**config.mk**
```make
export PLATFORM = sky130hd
export DESIGN_NAME = dual_rate_timer_pair
export DESIGN_NICKNAME = d
export VERILOG_FILES = /design/src/rtl/dtp_pkg.sv /design/src/rtl/nibble_counter.sv /design/src/rtl/timer_unit.sv /design/src/rtl/dual_rate_timer_pair.sv
export SDC_FILE = /design/constraint.sdc
export NUM_CORES = 1
export LEC_CHECK = 0
export ABC_AREA = 1
export BUFFER_PORTS_ARGS = -buffer_cell sky130_fd_sc_hd__buf_2
export CORE_UTILIZATION = 60
export DETAILED_ROUTE_END_ITERATION = 10
export GPL_TIMING_DRIVEN = 0
export HOLD_SLACK_MARGIN = 0.12
export PLACE_DENSITY_LB_ADDON = 0.25
export SLEW_MARGIN = 5
export SYNTH_ARGS = -nofsm -noshare
export SYNTH_HDL_FRONTEND = slang
export SYNTH_SLANG_ARGS = --single-unit
```
**constraint.sdc**
```tcl
create_clock -name clk -period 1.9 [get_ports clk]
set_clock_uncertainty 0.05 [all_clocks]
set_input_delay 0.095 -clock clk [delete_from_list [all_inputs] [get_ports clk]]
set_output_delay 0.095 -clock clk [all_outputs]
set_load 0.05 [all_outputs]
```
**src/rtl/dtp_pkg.sv**
```systemverilog
// Shared constants for the gated timer pair: window geometry and the
// offsets of the control nibbles inside a unit's control window.
package dtp_pkg;
    localparam int NIB_W       = 4;             // bus data width
    localparam int ADDR_W      = 4;             // nibble offset width
    localparam int WINDOW      = 1 << ADDR_W;   // nibbles per window
    localparam int CTL_T1_OFS  = 14;            // slow counter control
    localparam int CTL_T2_OFS  = 15;            // fast counter control
    localparam logic SPACE_CTL = 1'b0;
    localparam logic SPACE_CNT = 1'b1;
endpackage

```
**src/rtl/nibble_counter.sv**
```systemverilog
// Up-counter of NIBBLES nibbles with per-nibble overwrite.
// Assumes: a write to one nibble beats the increment for that nibble only;
// the rollover pulse is registered and lines up with the zero value.
module nibble_counter #(
    parameter int NIBBLES = 8,
    localparam int W      = NIBBLES * dtp_pkg::NIB_W,
    localparam int IDX_W  = (NIBBLES > 1) ? $clog2(NIBBLES) : 1
) (
    input  logic                      clk,
    input  logic                      rst_n,
    input  logic                      inc,
    input  logic                      wr_en,
    input  logic [IDX_W-1:0]          wr_idx,
    input  logic [dtp_pkg::NIB_W-1:0] wr_data,
    output logic [W-1:0]              value,
    output logic                      wrap
);
    logic [W-1:0] nxt;

    // Next value: increment first, then overlay the written nibble.
    always_comb begin
        nxt = inc ? value + W'(1) : value;
        for (int k = 0; k < NIBBLES; k++) begin
            if (wr_en && wr_idx == IDX_W'(k))
                nxt[k*dtp_pkg::NIB_W +: dtp_pkg::NIB_W] = wr_data;
        end
    end

    // State and rollover pulse registers.
    always_ff @(posedge clk) begin
        if (!rst_n) begin
            value <= '0;
            wrap  <= 1'b0;
        end else begin
            value <= nxt;
            wrap  <= inc && (value == {W{1'b1}});
        end
    end
endmodule

```
**src/rtl/timer_unit.sv**
```systemverilog
// One timer unit: two control nibbles, a slow and a fast counter, and the
// read multiplexer of its two windows.
// Assumes: the fast counter fills the top of the counter window and the
// slow counter sits directly below it; gate inputs come from the master.
module timer_unit #(
    parameter int T1_NIBBLES = 1,
    parameter int T2_NIBBLES = 8,
    localparam int T2_BASE   = dtp_pkg::WINDOW - T2_NIBBLES,
    localparam int T1_BASE   = T2_BASE - T1_NIBBLES,
    localparam int T1_W      = T1_NIBBLES * dtp_pkg::NIB_W,
    localparam int T2_W      = T2_NIBBLES * dtp_pkg::NIB_W,
    localparam int I1_W      = (T1_NIBBLES > 1) ? $clog2(T1_NIBBLES) : 1,
    localparam int I2_W      = (T2_NIBBLES > 1) ? $clog2(T2_NIBBLES) : 1
) (
    input  logic                        clk,
    input  logic                        rst_n,
    input  logic                        tick_slow,
    input  logic                        tick_fast,
    input  logic                        gate_t1,
    input  logic                        gate_t2,
    input  logic                        wr_en,
    input  logic                        space,
    input  logic [dtp_pkg::ADDR_W-1:0]  addr,
    input  logic [dtp_pkg::NIB_W-1:0]   wdata,
    output logic [dtp_pkg::NIB_W-1:0]   rdata,
    output logic                        run_t1,
    output logic                        run_t2,
    output logic [T1_W-1:0]             t1_value,
    output logic [T2_W-1:0]             t2_value,
    output logic                        t1_wrap,
    output logic                        t2_wrap
);
    import dtp_pkg::*;

    logic [NIB_W-1:0] ctl_t1, ctl_t2;
    logic             t1_hit, t2_hit;
    logic [I1_W-1:0]  t1_idx;
    logic [I2_W-1:0]  t2_idx;

    // Control nibble registers, written through the control window.
    always_ff @(posedge clk) begin
        if (!rst_n) begin
            ctl_t1 <= '0;
            ctl_t2 <= '0;
        end else if (wr_en && space == SPACE_CTL) begin
            if (addr == ADDR_W'(CTL_T1_OFS)) ctl_t1 <= wdata;
            if (addr == ADDR_W'(CTL_T2_OFS)) ctl_t2 <= wdata;
        end
    end

    // Only bit 0 of each control nibble runs its counter.
    assign run_t1 = ctl_t1[0];
    assign run_t2 = ctl_t2[0];

    // Counter window write decode.
    assign t1_hit = wr_en && space == SPACE_CNT &&
                    addr >= ADDR_W'(T1_BASE) && addr < ADDR_W'(T2_BASE);
    assign t2_hit = wr_en && space == SPACE_CNT && addr >= ADDR_W'(T2_BASE);
    assign t1_idx = I1_W'(addr - ADDR_W'(T1_BASE));
    assign t2_idx = I2_W'(addr - ADDR_W'(T2_BASE));

    nibble_counter #(.NIBBLES(T1_NIBBLES)) u_slow (
        .clk(clk), .rst_n(rst_n),
        .inc(tick_slow && run_t1 && gate_t1),
        .wr_en(t1_hit), .wr_idx(t1_idx), .wr_data(wdata),
        .value(t1_value), .wrap(t1_wrap)
    );

    nibble_counter #(.NIBBLES(T2_NIBBLES)) u_fast (
        .clk(clk), .rst_n(rst_n),
        .inc(tick_fast && run_t2 && gate_t2),
        .wr_en(t2_hit), .wr_idx(t2_idx), .wr_data(wdata),
        .value(t2_value), .wrap(t2_wrap)
    );

    // Read multiplexer; unmapped offsets return zero.
    always_comb begin
        rdata = '0;
        if (space == SPACE_CTL) begin
            if (addr == ADDR_W'(CTL_T1_OFS)) rdata = ctl_t1;
            if (addr == ADDR_W'(CTL_T2_OFS)) rdata = ctl_t2;
        end else begin
            for (int k = 0; k < T1_NIBBLES; k++)
                if (addr == ADDR_W'(T1_BASE + k)) rdata = t1_value[k*NIB_W +: NIB_W];
            for (int k = 0; k < T2_NIBBLES; k++)
                if (addr == ADDR_W'(T2_BASE + k)) rdata = t2_value[k*NIB_W +: NIB_W];
        end
    end
endmodule

```
**src/rtl/dual_rate_timer_pair.sv**
```systemverilog
// Top of the timer pair: a master and a slave timer unit on one nibble bus.
// Assumes: each slave counter is gated by the run bit of the master counter
// of the same kind; the master is never gated.
module dual_rate_timer_pair #(
    parameter int T1_NIBBLES = 1,
    parameter int T2_NIBBLES = 8
) (
    input  logic       clk,
    input  logic       rst_n,
    input  logic       tick_slow,
    input  logic       tick_fast,
    input  logic       bus_we,
    input  logic       bus_unit,
    input  logic       bus_space,
    input  logic [3:0] bus_addr,
    input  logic [3:0] bus_wdata,
    output logic [3:0] bus_rdata,
    output logic [1:0] t1_wrap,
    output logic [1:0] t2_wrap
);
    localparam int NUNITS = 2;
    localparam int T1_W   = T1_NIBBLES * dtp_pkg::NIB_W;
    localparam int T2_W   = T2_NIBBLES * dtp_pkg::NIB_W;

    logic [NUNITS-1:0]           run_t1, run_t2;
    logic [NUNITS-1:0][3:0]      unit_rdata;
    logic [NUNITS-1:0][T1_W-1:0] t1_val;
    logic [NUNITS-1:0][T2_W-1:0] t2_val;

    for (genvar u = 0; u < NUNITS; u++) begin : g_unit
        logic gate1, gate2;
        // Unit 0 runs freely; unit 1 follows the master run bits.
        assign gate1 = (u == 0) ? 1'b1 : run_t1[0];
        assign gate2 = (u == 0) ? 1'b1 : run_t2[0];

        timer_unit #(.T1_NIBBLES(T1_NIBBLES), .T2_NIBBLES(T2_NIBBLES)) u_tu (
            .clk(clk), .rst_n(rst_n),
            .tick_slow(tick_slow), .tick_fast(tick_fast),
            .gate_t1(gate1), .gate_t2(gate2),
            .wr_en(bus_we && bus_unit == 1'(u)),
            .space(bus_space), .addr(bus_addr), .wdata(bus_wdata),
            .rdata(unit_rdata[u]),
            .run_t1(run_t1[u]), .run_t2(run_t2[u]),
            .t1_value(t1_val[u]), .t2_value(t2_val[u]),
            .t1_wrap(t1_wrap[u]), .t2_wrap(t2_wrap[u])
        );
    end

    // Read data from the selected unit.
    assign bus_rdata = unit_rdata[bus_unit];
endmodule

```
==> results of run 1 <==
==> how the worst max path moves through the flow <==
stage,cells past startpoint,start,slack [ns],endpoint
2_1_floorplan,12,g_unit[0].u_tu.u_fast.value[0]$_SDFFE_PN0P_,0.22,g_unit[0].u_tu.u_fast.value[30]$_SDFFE_PN0P_
3_3_place_gp,12,g_unit[0].u_tu.u_fast.value[0]$_SDFFE_PN0P_,-0.14,g_unit[0].u_tu.u_fast.value[30]$_SDFFE_PN0P_
3_5_place_dp,12,g_unit[0].u_tu.u_fast.value[0]$_SDFFE_PN0P_,-0.14,g_unit[0].u_tu.u_fast.value[30]$_SDFFE_PN0P_
4_1_cts,9,g_unit[0].u_tu.u_fast.value[6]$_SDFFE_PN0P_,0.0008,g_unit[0].u_tu.u_fast.value[11]$_SDFFE_PN0P_
5_1_grt,9,g_unit[1].u_tu.u_fast.value[0]$_SDFFE_PN0P_,-0.08,g_unit[1].u_tu.u_fast.wrap$_SDFF_PN0_
6_report,9,g_unit[1].u_tu.u_slow.value[3]$_SDFFE_PN0P_,-0.0005,bus_rdata[3]
==> final cells by class <==
type | count | area (µm²) | share of cell area, %
clock buffer | 12 | 145.1 | 1.878
clock inverter | 4 | 72.57 | 0.9390
timing repair buffer | 56 | 424.2 | 5.488
buffer | 31 | 143.9 | 1.862
sequential | 92 | 1903 | 24.62
multi-input combinational | 824 | 4315 | 55.84
inverter | 147 | 554.3 | 7.172
tap | 136 | 170.2 | 2.202
==> repair_timing <==
| item | 4_1_cts | 5_1_grt |
|---|---|---|
| resized for setup | 29 | 101 |
| hold endpoints to repair | 6 | 0 |
| buffers inserted | 2 | 29 |
| endpoints found under the setup margin | 16 | 30 |
| pin swaps | 5 | 42 |
| hold buffers | 6 | 0 |
==> sequential cells by signal, summed over array words and instances, names as in the netlist <==
signal and count:
g_unit.u_tu.u_slow.wrap 2, g_unit.u_tu.u_fast.value 64, g_unit.u_tu.ctl_t2 8, g_unit.u_tu.ctl_t1 8, g_unit.u_tu.u_slow.value 8, g_unit.u_tu.u_fast.wrap 2
==> cells in the mapped netlist, drive strengths merged (2+ instances only) <==
master	count
a221o	3
o22ai	7
nor2	154
nand4	29
nand3	74
nor3	40
a22o	4
inv	145
clkinv	2
clkbuf	19
a31oi	13
or2	4
a21oi	61
o211ai	10
nand2	308
nor3b	2
o21ai	55
xnor2	8
ha	4
a211oi	4
buf	13
dfxtp	92
xor2	35
==> cells by family (layout without fill, tap and decap cells) <==
| family | Yosys count | in the layout | synth area share [%] |
|---|---|---|---|
| xor gates and xnor gates | 43 | 43 | 5.732 |
| AOI/OAI and AO/OA | 163 | 163 | 14.09 |
| buffers and inverters | 179 | 250 | 10.63 |
| DFF | 92 | 92 | 28.03 |
| and+or+nand+nor | 614 | 614 | 40.75 |
| adders and majority gates | 4 | 4 | 0.7618 |
==> where the power goes <==
part           total (mW)  switching, mW  leakage [nW]  internal [mW]
registers            1.94         0.0124         0.759           1.92
clock network        1.51          0.731         0.107          0.777
logic               0.339          0.254          2.28         0.0855
total                3.78          0.998          3.14           2.79
==> routing by layer <==
metal / up-vias / global-route usage, %
li1: 3678 / -
met1: 3454 / 54.48
met2: 524 / 56.13
met3: 67 / 8.146
met4: 0 / 17.32
met5: - / 0
==> worst max-delay path: cells and delay by family, from the launching register on <==
kind	cells	cell delay, ns
buf+inv	2	0.20
simple gates	7	0.81
flops	1	0.36
==> through the flow <==
stage | std cells | setup slack (ns)
after floorplan | 1095 | 0.2201
after global placement | 1250 | -0.1438
after detailed placement | 1250 | -0.1374
after CTS | 1273 | 0.0007780
after global routing | 1302 | -0.07646
final | 1302 | -0.0005207
==> impl_metrics.py, run 1 <==
metrics = {
    "cells_and_area": {
        "fillers": 912,
        "num_antenna_cells": 0,
        "drive_gt1_share_pct": 17.32,
        "area_growth_syn_to_layout_pct": 17.63,
        "layout_common_cells": "294 x nand2_1, 133 x inv_1, 121 x nor2_1, 63 x dfxtp_1, 61 x a21oi_1",
        "utilization_pct": 73.87,
        "nets": 1180,
        "final_cell_area_um2": 7729,
        "final_common_cell": "nand2_1",
    },
    "sta": {
        "fin_tns_setup_ns": -0.0005207,
        "max_freq_mhz": 526.2,
        "post-route-period-util_pct": 100.0,
        "fin_crit_ns": 1.901,
        "hold_slack_ns": 0.1651,
        "slew_headroom_pct": 37.72,
        "worstMarginPinSlew_ns": 0.9342,
        "fin_ws_ns": -0.0005207,
        "slew_viol_final": 0,
        "finalSetupViolCount": 1,
        "hold_viol": 0,
        "rsz0062_at_grt": "yes",
    },
    "global_routing": {
        "grtUsageTotal_pct": 38.57,
        "grt_antenna_before_repair": 0,
        "grt_overflow": 0,
        "grt_pass1_vias": 6491,
        "grt_start_max_net_pins": 15,
        "grt_pass1_wl_um": 33500,
    },
    "pwr": {
        "p_leak_nw": 3.144,
        "finalPower_mw": 3.784,
        "power_density_nw_per_um2": 489.6,
        "peakVddDrop_mv": 0.4709,
    },
    "critical_path": {
        "timing.rr.start": "g_unit[0].u_tu.u_fast.value[1]$_SDFFE_PN0P_",
        "cp_common_cell": "nand2_1",
        "r2r-end": "g_unit[0].u_tu.u_fast.value[11]$_SDFFE_PN0P_",
        "crit_path_start_kind": "flip-flop",
        "path_class": "flip-flop to output port",
        "path_cells": "nand2_1 -> nand3_2 -> nor3_4 -> nand4_1 -> nand2_1 -> nand2_1 -> nand2_1 -> inv_1 -> buf_6",
        "r2r_cells": 10,
        "critPathMaxStageDelay_ns": 0.36,
        "arrival_ns": 1.76,
        "regToRegSetupSlack_ns": 0.02,
        "path_max_fanout": 3,
        "critical_path_required_ns": 1.75,
        "cp_slowest_cell": "dfxtp_1",
        "crit_path_end_kind": "output port",
    },
    "clock_tree": {
        "htree_levels": 3,
        "clk_pin_slew_ns": 0.09,
        "cts_buffer_depth": 2,
        "cts-root-buf": "clkbuf_8",
        "cts_buffers": 9,
        "clkSinkCount": 92,
        "clk_latency_ns": 0.39,
        "cts_tree": "yes",
    },
    "detailed_routing": {
        "num_vias": 7723,
        "drc": 0,
        "maxUsedRoutingLayer": "met4",
        "wire_per_inst_um": 17.45,
        "routed_wl_um": 22730,
        "drtAntennaViolNets": 0,
        "first_pass_iters": 8,
        "vias_per_cell": 5.932,
        "initialDrtViolationCount": 991,
        "wl_met1_um": 9411,
        "routed-wl-met2_um": 9490,
        "met3_wirelength_um": 3023,
    },
    "worst_hold_path": {
        "hold_path.startpoint": "bus_wdata[2]",
        "hp-class": "input pin to flip-flop",
        "hold_end": "g_unit[0].u_tu.u_fast.value[22]$_SDFFE_PN0P_",
        "whs_path_depth": 5,
    },
    "yosys": {
        "seq_area_frac_synth_pct": 28.03,
        "synth.area.top_cells": "dfxtp_1 28%, nand2_1 17%, inv_1 7.8%, nor2_1 7.8%, nand3_1 5.3%",
        "synth_top_area_share_pct": 28.03,
        "avgSynthCellArea_um2": 6.000,
        "yosys_register_bits": 92,
        "synth-main-ff-cell": "dfxtp_1",
        "ys_types": 46,
        "syn_nets": 1114,
        "synth_edf_count": 0,
        "syn-instance-count": 1095,
        "synth_area_um2": 6570,
        "synth_top_area_cell": "dfxtp_1",
        "yosys_warnings": 0,
        "synthArstFlopShare_pct": 0,
    },
    "floorplanning": {
        "die_y_um": 106.6,
        "die_area_um2": 11370,
        "initial_core_util_pct": 62.80,
        "fp-row-count": 37,
        "pin_count": 23,
        "core_um2": 10460,
        "die_w_um": 106.6,
    },
    "outcome": {
        "violations": "negative setup slack",
        "status": "complete, but fails checks",
    },
    "placement": {
        "placed_area_um2": 6835,
        "gp_congestion": 0.9799,
        "hpwl_um": 15740,
        "io_buffers": 19,
    },
    "run": {
        "cap_violations": 0,
    },
}
Power figures use the tool's default switching activity.
==> run 2, diff against run 1 <==
REMOVE_ABC_BUFFERS = 1   (was not set)
==> impl_metrics.py, run 2 (synthesis gave the netlist of run 1 again) <==
metrics = {
    "clock_tree": {
        "cts-root-buf": "clkbuf_8",
        "clkSinkCount": 92,
        "cts_tree": "yes",
        "htree_levels": 3,
        "cts_buffers": 9,
        "clk_pin_slew_ns": 0.09,
        "cts_buffer_depth": 2,
        "clk_latency_ns": 0.40,
    },
    "detailed_routing": {
        "wire_per_inst_um": 16.38,
        "drtAntennaViolNets": 0,
        "drc": 0,
        "maxUsedRoutingLayer": "met4",
        "initialDrtViolationCount": 887,
        "vias_per_cell": 5.792,
        "routed-wl-met2_um": 8795,
        "met3_wirelength_um": 2501,
        "num_vias": 7327,
        "first_pass_iters": 6,
        "routed_wl_um": 20720,
        "wl_met1_um": 8861,
    },
    "outcome": {
        "violations": "negative setup slack",
        "status": "complete, but fails checks",
    },
    "critical_path": {
        "path_class": "flip-flop to output port",
        "r2r_cells": 11,
        "crit_path_end_kind": "output port",
        "critical_path_required_ns": 1.75,
        "r2r-end": "g_unit[0].u_tu.u_fast.wrap$_SDFF_PN0_",
        "path_max_fanout": 3,
        "arrival_ns": 1.76,
        "cp-startpoint": "g_unit[1].u_tu.u_fast.value[10]$_SDFFE_PN0P_",
        "timing.rr.start": "g_unit[0].u_tu.u_fast.value[0]$_SDFFE_PN0P_",
        "crit_path_start_kind": "flip-flop",
        "regToRegSetupSlack_ns": 0.03,
    },
    "cells_and_area": {
        "largest_reg_flops": 64,
        "drive_gt1_share_pct": 16.74,
        "final_common_cell": "nand2_1",
        "num_antenna_cells": 0,
        "nets": 1143,
        "fillers": 938,
        "top_register": "g_unit.u_tu.u_fast.value",
        "layout_common_cells": "291 x nand2_1, 132 x inv_1, 121 x nor2_1, 65 x dfxtp_1, 61 x a21oi_1",
        "area_growth_syn_to_layout_pct": 15.25,
    },
    "sta": {
        "fin_tns_setup_ns": -0.004018,
        "finalSetupViolCount": 1,
        "hold_viol": 0,
        "max_freq_mhz": 525.2,
        "worstMarginPinSlew_ns": 0.8858,
        "rsz0062_at_grt": "yes",
        "slew_headroom_pct": 40.62,
        "fin_crit_ns": 1.904,
        "fin_ws_ns": -0.004018,
        "slew_viol_final": 0,
        "post-route-period-util_pct": 100.2,
    },
    "worst_hold_path": {
        "hold_end": "g_unit[0].u_tu.u_slow.value[2]$_SDFFE_PN0P_",
        "hp-class": "input pin to flip-flop",
        "hold_path.startpoint": "bus_we",
        "whs_path_depth": 3,
    },
    "global_routing": {
        "grt_overflow": 0,
        "grt_pass1_wl_um": 32110,
        "grt_antenna_before_repair": 0,
        "grt_pass1_vias": 6331,
        "grtUsageTotal_pct": 36.61,
        "grt_start_max_net_pins": 66,
    },
    "pwr": {
        "finalPower_mw": 4.016,
        "power_density_nw_per_um2": 530.3,
        "p_leak_nw": 3.030,
        "peakVddDrop_mv": 0.5828,
    },
    "floorplanning": {
        "die_w_um": 106.6,
        "die_y_um": 106.6,
        "pin_count": 23,
        "core_um2": 10460,
        "die_area_um2": 11370,
        "fp-row-count": 37,
        "initial_core_util_pct": 62.80,
    },
    "placement": {
        "gp_congestion": 0.9895,
        "hpwl_um": 14010,
        "io_buffers": 22,
    },
    "run": {
        "cap_violations": 0,
    },
}
run 2: routing by layer:
metal  GRT usage [%]  up-vias
met5               0        -
met4           10.76        0
met3           8.997       55
met2           56.04      414
met1           50.86     3259
li1                -     3599
run 2: worst max-delay path, stage by stage (launching register included):
cell	delay (ns)
dfxtp_1	0.40
inv_1	0.09
nor2_1	0.21
nor2_4	0.06
nand4_1	0.13
nor2_1	0.06
nand2_1	0.09
nand3_1	0.07
nand2_1	0.09
buf_6	0.16
run 2: timing repair:
action / CTS / global route
buffers inserted: 5 / 18
setup endpoints to repair: 58 / 28
resized for setup: 24 / 101
endpoints found under the hold margin: 3 / 0
gates cloned: 1 / 1
hold buffers: 3 / 0
pin swaps: 4 / 45
run 2: how the worst max path moves through the flow:
stage | endpoint | slack [ns] | cells past startpoint
3_3_place_gp | g_unit[0].u_tu.u_fast.value[30]$_SDFFE_PN0P_ | -0.78 | 10
5_1_grt | bus_rdata[1] | -0.1 | 9
6_report | bus_rdata[2] | -0.004 | 9
4_1_cts | bus_rdata[0] | -0.007 | 9
3_5_place_dp | g_unit[1].u_tu.u_fast.value[12]$_SDFFE_PN0P_ | -0.63 | 8
2_1_floorplan | bus_rdata[0] | 0.03 | 8
run 2: stage by stage:
step	hold slack (ns)	util, %	area [µm²]	worst slack, ns	std cells
after floorplan	0.1426	-	6424	0.03395	1063
after global placement	0.3896	64.08	6704	-0.7773	1221
after detailed placement	0.3929	64.10	6706	-0.6325	1221
after CTS	0.1370	68.12	7127	-0.006810	1246
after global routing	0.1532	72.38	7572	-0.09652	1265
final	0.1420	72.38	7572	-0.004018	1265
run 2: layout make-up:
cell class                 count  area (µm²)  share of cell area, %
multi-input combinational    825        4340                  57.32
sequential                    92        1896                  25.03
inverter                     147       556.8                  7.353
timing repair buffer          48       340.3                  4.494
tap                          136       170.2                  2.247
clock inverter                 6       136.4                  1.801
clock buffer                  10       127.6                  1.685
timing repair inverter         1       5.005                0.06609
run 2: report_power, final:
| group | total [mW] | internal, mW | switching (mW) | leakage [nW] |
|---|---|---|---|---|
| Clock | 1.77 | 1.01 | 0.763 | 0.127 |
| Combinational | 0.304 | 0.0722 | 0.232 | 2.15 |
| Sequential | 1.94 | 1.93 | 0.0132 | 0.757 |
==> run 3, diff against run 2 <==
CELL_PAD_IN_SITES_DETAIL_PLACEMENT = 1   (was not set)
CELL_PAD_IN_SITES_GLOBAL_PLACEMENT = 1   (was not set)
CORE_UTILIZATION = 44   (was 60)
CTS_CLUSTER_DIAMETER = 120   (was not set)
==> impl_metrics.py, run 3 (synthesis gave the netlist of run 1 again) <==
metrics = {
    "detailed_routing": {
        "wire_per_inst_um": 19.98,
        "drc": 0,
        "drtAntennaViolNets": 0,
        "routed_wl_um": 26200,
        "num_vias": 7589,
        "first_pass_iters": 5,
        "initialDrtViolationCount": 582,
        "vias_per_cell": 5.789,
    },
    "floorplanning": {
        "initial_core_util_pct": 45.20,
        "core_um2": 14530,
        "fp-row-count": 44,
        "die_w_um": 124.2,
        "die_y_um": 124.2,
        "die_area_um2": 15420,
        "pin_count": 23,
    },
    "critical_path": {
        "critical_path_required_ns": 2.10,
        "crit_path_start_kind": "flip-flop",
        "crit_path_end_kind": "flip-flop",
        "arrival_ns": 2.15,
        "path_max_fanout": 4,
        "path_class": "flip-flop to flip-flop",
    },
    "cells_and_area": {
        "seqCellArea_um2": 1904,
        "area_growth_syn_to_layout_pct": 19.04,
        "fillers": 2007,
        "drive_gt1_share_pct": 18.81,
        "final_common_cell": "nand2_1",
        "num_antenna_cells": 0,
        "layout_common_cells": "283 x nand2_1, 130 x inv_1, 118 x nor2_1, 68 x dfxtp_1, 60 x a21oi_1",
        "top_register": "g_unit.u_tu.u_fast.value",
        "utilization_pct": 53.81,
        "largest_reg_flops": 64,
        "nets": 1145,
        "multi_input_area_um2": 4488,
    },
    "run": {
        "cap_violations": 0,
    },
    "clock_tree": {
        "clkSinkCount": 92,
        "cts_buffers": 9,
        "cts-root-buf": "clkbuf_16",
        "cts_tree": "yes",
        "clk_pin_slew_ns": 0.06,
        "htree_levels": 3,
        "clk_latency_ns": 0.35,
        "cts_buffer_depth": 2,
    },
    "placement": {
        "io_buffers": 22,
        "gp_congestion": 0.9225,
        "hpwl_um": 16980,
    },
    "sta": {
        "slew_viol_final": 0,
        "fin_crit_ns": 1.956,
        "rsz0062_at_grt": "yes",
        "slew_headroom_pct": 49.99,
        "max_freq_mhz": 511.2,
        "finalSetupViolCount": 5,
        "worstMarginPinSlew_ns": 0.7501,
        "post-route-period-util_pct": 103.0,
        "fin_tns_setup_ns": -0.1718,
        "hold_viol": 0,
        "fin_ws_ns": -0.05636,
    },
    "pwr": {
        "p_leak_nw": 3.144,
        "power_density_nw_per_um2": 501.2,
        "peakVddDrop_mv": 0.4209,
    },
    "global_routing": {
        "grt_start_max_net_pins": 66,
        "grt_overflow": 0,
        "grt_pass1_vias": 7201,
        "grtUsageTotal_pct": 32.93,
        "grt_antenna_before_repair": 0,
        "grt_pass1_wl_um": 38190,
    },
    "outcome": {
        "violations": "negative setup slack",
        "status": "complete, but fails checks",
    },
    "worst_hold_path": {
        "hp-class": "input pin to flip-flop",
    },
}
## run 3: power by group
group	switching, mW	internal (mW)
clock network	0.754	0.896
registers	0.0142	1.92
logic	0.257	0.0774
## run 3: layout make-up
class                      instances  share of cell area, %
multi-input combinational        824                  57.38
sequential                        92                  24.35
inverter                         147                  7.151
timing repair buffer              51                  4.927
clock buffer                      12                  3.151
tap                              184                  2.944
timing repair inverter             1                0.09598
## run 3: worst paths after layout
| check | start | to | slack [ns] | depth (start not counted) |
|---|---|---|---|---|
| min | bus_wdata[0] | g_unit[0].u_tu.u_fast.value[8]$_SDFFE_PN0P_ | 0.20 | 3 |
| min reg2reg | g_unit[0].u_tu.u_fast.value[31]$_SDFFE_PN0P_ | g_unit[0].u_tu.u_fast.wrap$_SDFF_PN0_ | 0.40 | 2 |
| max | g_unit[1].u_tu.u_fast.value[0]$_SDFFE_PN0P_ | g_unit[1].u_tu.u_fast.value[12]$_SDFFE_PN0P_ | -0.06 | 10 |
| max reg2reg | g_unit[1].u_tu.u_fast.value[0]$_SDFFE_PN0P_ | g_unit[1].u_tu.u_fast.value[12]$_SDFFE_PN0P_ | -0.06 | 10 |
## run 3: through the flow
| step | power [mW] | cell area (µm²) | instances | hold slack, ns | setup WS (ns) |
|---|---|---|---|---|---|
| finish | 3.920 | 7821 | 1311 | 0.2015 | -0.05636 |
| global route | 4.022 | 7821 | 1311 | 0.1861 | -0.1073 |
| CTS | 3.912 | 7243 | 1293 | 0.1786 | 0.001414 |
| detailed placement | 2.274 | 6782 | 1270 | 0.3944 | -0.8616 |
| global placement | 2.266 | 6764 | 1269 | 0.3971 | -0.8624 |
| floorplan | 2.127 | 6424 | 1063 | 0.1426 | 0.03395 |
## run 3: routing by layer
layer  part of all wire (%)  vias up  global-route usage [%]
li1                       -     3602                       -
met3                    6.7       64                   4.487
met4                    3.2        0                   13.39
met1                     45     3650                   45.97
met5                      0        -                       0
met2                     45      273                   50.66
## run 3: what timing repair did
action                     4_1_cts  5_1_grt
setup buffers                    9       18
cloned                           1        0
hold buffers                     1        0
pin swaps                        9       44
gates resized for setup         37      130
hold endpoints to repair         1        0
setup endpoints to repair       70       37
## run 3: critical path: stages, from the launching register on
cell	delay (ns)
dfxtp_4	0.39
ha_4	0.18
nand3_4	0.11
nor3_4	0.21
nand2_2	0.11
buf_4	0.15
nor3_2	0.20
xnor2_1	0.16
o21ai_0	0.12
nand3_1	0.09
inv_1	0.07
